### src/rtl/rstm_pkg.sv
package rstm_pkg;

    localparam int RAIL_COUNT = 3;

    typedef struct packed {
        logic lvd;
        logic ext;
        logic pwr;
    } cause_t;

    localparam cause_t CAUSE_NONE = '{lvd: 1'b0, ext: 1'b0, pwr: 1'b0};
    localparam cause_t CAUSE_PWR_ONLY = '{lvd: 1'b0, ext: 1'b0, pwr: 1'b1};

    function automatic int dwell_bits(input int cycles);
        return (cycles < 2) ? 1 : $clog2(cycles + 1);
    endfunction

    function automatic int max2(input int a, input int b);
        return (a > b) ? a : b;
    endfunction

endpackage

### src/rtl/rstm_sync.sv
module rstm_sync #(
    parameter int   WIDTH   = 1,
    parameter logic RST_VAL = 1'b0
) (
    input  logic             clk_i,
    input  logic             arst_i,
    input  logic [WIDTH-1:0] d_i,
    output logic [WIDTH-1:0] q_o
);

    logic [WIDTH-1:0] stage1_q;
    logic [WIDTH-1:0] stage2_q;

    always_ff @(posedge clk_i or posedge arst_i) begin
        if (arst_i) begin
            stage1_q <= {WIDTH{RST_VAL}};
            stage2_q <= {WIDTH{RST_VAL}};
        end else begin
            stage1_q <= d_i;
            stage2_q <= stage1_q;
        end
    end

    assign q_o = stage2_q;

endmodule

### src/rtl/rstm_dwell.sv
module rstm_dwell
    import rstm_pkg::*;
#(
    parameter int SET_CYC = 4,
    parameter int CLR_CYC = 1
) (
    input  logic clk_i,
    input  logic arst_i,
    input  logic level_i,
    output logic state_o
);

    localparam int CW = dwell_bits(max2(SET_CYC, CLR_CYC));
    localparam logic [CW-1:0] SET_LAST = CW'(SET_CYC - 1);
    localparam logic [CW-1:0] CLR_LAST = CW'(CLR_CYC - 1);

    logic [CW-1:0] run_q;
    logic          state_q;
    logic [CW-1:0] limit;

    assign limit = state_q ? CLR_LAST : SET_LAST;

    always_ff @(posedge clk_i or posedge arst_i) begin
        if (arst_i) begin
            run_q   <= '0;
            state_q <= 1'b0;
        end else if (level_i != state_q) begin
            if (run_q == limit) begin
                state_q <= level_i;
                run_q   <= '0;
            end else begin
                run_q <= run_q + 1'b1;
            end
        end else begin
            run_q <= '0;
        end
    end

    assign state_o = state_q;

endmodule

### src/rtl/rstm_cause_log.sv
module rstm_cause_log
    import rstm_pkg::*;
(
    input  logic   clk_i,
    input  logic   pwr_act_i,
    input  logic   ext_act_i,
    input  logic   lvd_act_i,
    input  logic   clr_i,
    output cause_t cause_o
);

    cause_t cause_q;
    cause_t cause_d;

    always_comb begin
        if (pwr_act_i) begin
            cause_d = CAUSE_PWR_ONLY;
        end else begin
            cause_d     = clr_i ? CAUSE_NONE : cause_q;
            cause_d.ext = cause_d.ext | ext_act_i;
            cause_d.lvd = cause_d.lvd | lvd_act_i;
        end
    end

    always_ff @(posedge clk_i) begin
        cause_q <= cause_d;
    end

    assign cause_o = cause_q;

endmodule

### src/rtl/rst_source_merge.sv
module rst_source_merge
    import rstm_pkg::*;
#(
    parameter int EXT_ASSERT_CYC  = 250,
    parameter int EXT_RELEASE_CYC = 250,
    parameter int LVD_CYC_0       = 4000,
    parameter int LVD_CYC_1       = 2000,
    parameter int LVD_CYC_2       = 2000
) (
    input  logic                  clk_i,
    input  logic                  por_pulse_i,
    input  logic                  pwr_good_i,
    input  logic                  ext_rst_n_i,
    input  logic [RAIL_COUNT-1:0] lvd_flag_i,
    input  logic                  cause_clr_i,
    output logic                  sys_rst_o,
    output logic [2:0]            cause_o
);

    logic                  ext_pin_s;
    logic                  ext_level;
    logic                  ext_state;
    logic [RAIL_COUNT-1:0] lvd_sync;
    logic [RAIL_COUNT-1:0] lvd_state;
    logic                  pwr_act;
    logic                  lvd_any;
    logic                  rst_q;
    cause_t                cause;

    assign pwr_act = por_pulse_i | ~pwr_good_i;

    rstm_sync #(.WIDTH(1), .RST_VAL(1'b1)) u_ext_sync (
        .clk_i  (clk_i),
        .arst_i (por_pulse_i),
        .d_i    (ext_rst_n_i),
        .q_o    (ext_pin_s)
    );

    assign ext_level = ~ext_pin_s;

    rstm_dwell #(.SET_CYC(EXT_ASSERT_CYC), .CLR_CYC(EXT_RELEASE_CYC)) u_ext_dwell (
        .clk_i   (clk_i),
        .arst_i  (por_pulse_i),
        .level_i (ext_level),
        .state_o (ext_state)
    );

    rstm_sync #(.WIDTH(RAIL_COUNT), .RST_VAL(1'b0)) u_lvd_sync (
        .clk_i  (clk_i),
        .arst_i (por_pulse_i),
        .d_i    (lvd_flag_i),
        .q_o    (lvd_sync)
    );

    for (genvar g = 0; g < RAIL_COUNT; g++) begin : g_rail
        localparam int RAIL_CYC = (g == 0) ? LVD_CYC_0 :
                                  (g == 1) ? LVD_CYC_1 : LVD_CYC_2;
        rstm_dwell #(.SET_CYC(RAIL_CYC), .CLR_CYC(1)) u_rail_dwell (
            .clk_i   (clk_i),
            .arst_i  (por_pulse_i),
            .level_i (lvd_sync[g]),
            .state_o (lvd_state[g])
        );
    end

    assign lvd_any = |lvd_state;

    always_ff @(posedge clk_i or posedge por_pulse_i) begin
        if (por_pulse_i) begin
            rst_q <= 1'b1;
        end else begin
            rst_q <= pwr_act | ext_state | lvd_any;
        end
    end

    rstm_cause_log u_cause (
        .clk_i     (clk_i),
        .pwr_act_i (pwr_act),
        .ext_act_i (ext_state),
        .lvd_act_i (lvd_any),
        .clr_i     (cause_clr_i),
        .cause_o   (cause)
    );

    assign sys_rst_o = rst_q;
    assign cause_o   = cause;

endmodule

### config.mk
export PLATFORM = sky130hd
export DESIGN_NAME = rst_source_merge
export DESIGN_NICKNAME = d
export VERILOG_FILES = /design/src/rtl/rstm_pkg.sv /design/src/rtl/rstm_sync.sv /design/src/rtl/rstm_dwell.sv /design/src/rtl/rstm_cause_log.sv /design/src/rtl/rst_source_merge.sv
export SDC_FILE = /design/constraint.sdc
export NUM_CORES = 1
export LEC_CHECK = 0
export ABC_AREA = 0
export BUFFER_PORTS_ARGS = -buffer_cell sky130_fd_sc_hd__buf_2
export CAP_MARGIN = 0
export CORE_MARGIN = 1
export CORE_UTILIZATION = 36
export CTS_BUF_LIST = sky130_fd_sc_hd__clkbuf_4
export CTS_CLUSTER_DIAMETER = 30
export DETAILED_ROUTE_END_ITERATION = 16
export MAX_ROUTING_LAYER = met4
export PLACE_DENSITY_LB_ADDON = 0.12
export SETUP_SLACK_MARGIN = 0.15
export SYNTH_ARGS = -nofsm -noshare
export SYNTH_HDL_FRONTEND = slang
export SYNTH_SLANG_ARGS = --single-unit
### constraint.sdc
create_clock -name clk_i -period 2.13 [get_ports clk_i]
set_input_delay 0.3195 -clock clk_i [delete_from_list [all_inputs] [get_ports clk_i]]
set_output_delay 0.3195 -clock clk_i [all_outputs]
set_load 0.1 [all_outputs]
==> metrics.txt <==
status=complete, no violations; setup_tns=0 ps; Layout area overhead=13.9%; Hold Crit Class=primary input to flip-flop; Crit path arrival time=2100 ps; Core ar.=6910 um^2; Clock Skew=9.66 ps; PnR worst setup slack=309 ps; global-route wire length before repair=8570 um; Post-synth EDFFs=0; overall routing resource usage=15.3%; number of max-cap violations=0; dominant cells by area after synthesis=dfrtp_1 50%, xnor2_1 8.7%, nor2_1 6.2%; worst setup path category=flip-flop to flip-flop; post-route ant nets=0; post-layout power=1.91 mW; syn nets=262; die area=7620 um^2; Util after Layout=43.2%; DRT Wirelength=4690 um; Worst Path Max Fanout=7; total grt overflow=0; Synth cell types=34; minimum clock period=1820 ps; Synth Cell Area=2620 um^2; actual slew at the worst max-slew pin=490 ps; VDD IR max=0.000295 V; fin area=2980 um^2; top_reg_cell synth=dfrtp_1; Num CTS Buffers=9; maximum clock frequency=549 MHz; count of final hold-check violations=0; Filler cells=714; vias in the first global route=1886; mean area per synthesized cell=10.5 um^2; ys async rst share=94.8%; max incr delay on CP=470 ps; critical path endpoint category=flip-flop; Initial Util=37.9%; Seq/Total Area, Yosys=55.0%; vias per cell=4.83; routed length per instance=12.4 um; num rows=30; clock sink count=58; post-synth top area share=49.7%; top-level I/O count=12; I/O Buffers=11; Final Max Slew Viols=0; RSZ-0062 raised after global routing=no; antenna violations before repair=0; 1st-iter DRT viols=37; area leader, netlist=dfrtp_1; final setup fails=0; fin nets=290; clock transition at the registers of the reported paths=90 ps; largest net degree at the start of global routing=36; pre-CTS setup slack=253 ps; period utilization=85.5%; die height=87.3 um; CP required=2400 ps; Non-Filler Instances=378; GPL Wtd Cong=0.776; Clk Latency, worst-skew pair=380 ps; Placed Area=2850 um^2; flop and latch count out of synthesis=58; H-tree depth=3; DPL Wire Length=3300 um; share of cells above drive strength 1=16.7%; Max-slew headroom=67.6%; Cell Chain, Critical Path=nor4b_2 > nand2_1 > a2111oi_4 > buf_4 > nor3_1; Synth Instances=249; pwr/cell area=639 nW/um^2; CTS tree=built; drt first pass iters=4; Max Buffers Root-to-Sink=2; Leak=1.24 nW; type of origin of the critical path=flip-flop; placed cells=360; clock root cell=clkbuf_4; top-count cell post-synth=dfrtp_1; drt drc=0; CP max stage cell=a2111oi_4; hold_ws=39.1 ps; Die Span X=87.3 um; diode count=0; Post-CTS Setup Bufs=0; Post-synth top cells=52 x dfrtp_1, 43 x nor2_1, 26 x xnor2_1; Vias=1826; Yosys warnings=0
[state kept, by name (all words and copies together) (netlist names)]
register                     flops
sys_rst_o                        1
g_rail.u_rail_dwell.state_o      3
u_lvd_sync.q_o                   3
u_lvd_sync.stage1_q              3
u_ext_sync.q_o                   1
u_ext_sync.stage1_q              1
g_rail.u_rail_dwell.run_q       34
u_ext_dwell.state_o              1
u_cause.cause_o                  3
u_ext_dwell.run_q                8
[worst max-delay path, delay by kind of cell (launching register included)]
kind	cells	cell delay, ps
and+or+nand+nor	3	570
AOI/OAI and AO/OA	1	470
DFF	1	440
buffers and inverters	1	230
[routing by layer]
metal  wire (um)  vias up  global-route usage, %
met4          91        0                   6.41
met3         162        9                   4.64
met2        2060       22                   22.4
met5           0        -                      -
met1        2380      878                   19.8
li1            -      917                      -
[layout by cell type (no fill, tap or decap), types with 3 or more instances in the layout]
| cell type | instances |
|---|---|
| a21oi_1 | 3 |
| buf_2 | 11 |
| buf_4 | 10 |
| clkbuf_4 | 12 |
| clkinv_2 | 3 |
| dfrtp_1 | 52 |
| dfstp_2 | 3 |
| dfxtp_1 | 3 |
| ha_1 | 5 |
| inv_1 | 9 |
| nand2_1 | 11 |
| nand3_1 | 14 |
| nand4_1 | 10 |
| nor2_1 | 43 |
| nor3_1 | 21 |
| nor4_1 | 4 |
| xnor2_1 | 26 |
| xor2_1 | 12 |
[cells by family after synthesis]
group | Yosys count | share of synthesized area [%]
compound gates | 12 | 4.11
xor+xnor | 38 | 12.7
fa+ha+maj | 5 | 2.39
buf+inv | 16 | 2.39
flops | 58 | 55.0
mux | 2 | 0.860
simple gates | 118 | 22.6
[what timing repair did]
item	4_1_cts	5_1_grt
endpoints found under the hold margin	17	0
gates resized for setup	0	1
hold buffers	2	0
setup endpoints to repair	0	8
[power breakdown]
| group | leakage (nW) | switching, mW | total (mW) | internal [mW] |
|---|---|---|---|---|
| clock | 0.0685 | 0.368 | 0.639 | 0.271 |
| combinational | 0.409 | 0.0705 | 0.111 | 0.0403 |
| sequential | 0.758 | 0.0268 | 1.16 | 1.13 |
[worst paths after layout]
check / start / depth (start not counted) / endpoint / slack [ps]
worst max-delay path: g_rail[0].u_rail_dwell.run_q[3] / 5 / g_rail[0].u_rail_dwell.run_q[9] / 310
worst min-delay path: lvd_flag_i[0] / 1 / u_lvd_sync.stage1_q[0] / 40
worst max register to register: g_rail[0].u_rail_dwell.run_q[3] / 5 / g_rail[0].u_rail_dwell.run_q[9] / 310
worst min register to register: u_lvd_sync.stage1_q[1] / 0 / u_lvd_sync.q_o[1] / 360
max in group asynchronous: por_pulse_i / 4 / sys_rst_o / 1150
min in group asynchronous: por_pulse_i / 4 / u_ext_dwell.state_o / 570
[final cells by class]
type | instances | area [um^2] | area share, %
Clock buffer | 12 | 90.1 | 3.02
Clock inverter | 4 | 18.8 | 0.629
Inverter | 10 | 41.3 | 1.38
Multi-Input combinational cell | 175 | 1120 | 37.7
Sequential cell | 58 | 1440 | 48.3
Tap cell | 96 | 120 | 4.03
Timing Repair Buffer | 23 | 150 | 5.03
No activity file was read; power rests on OpenSTA's default activity.
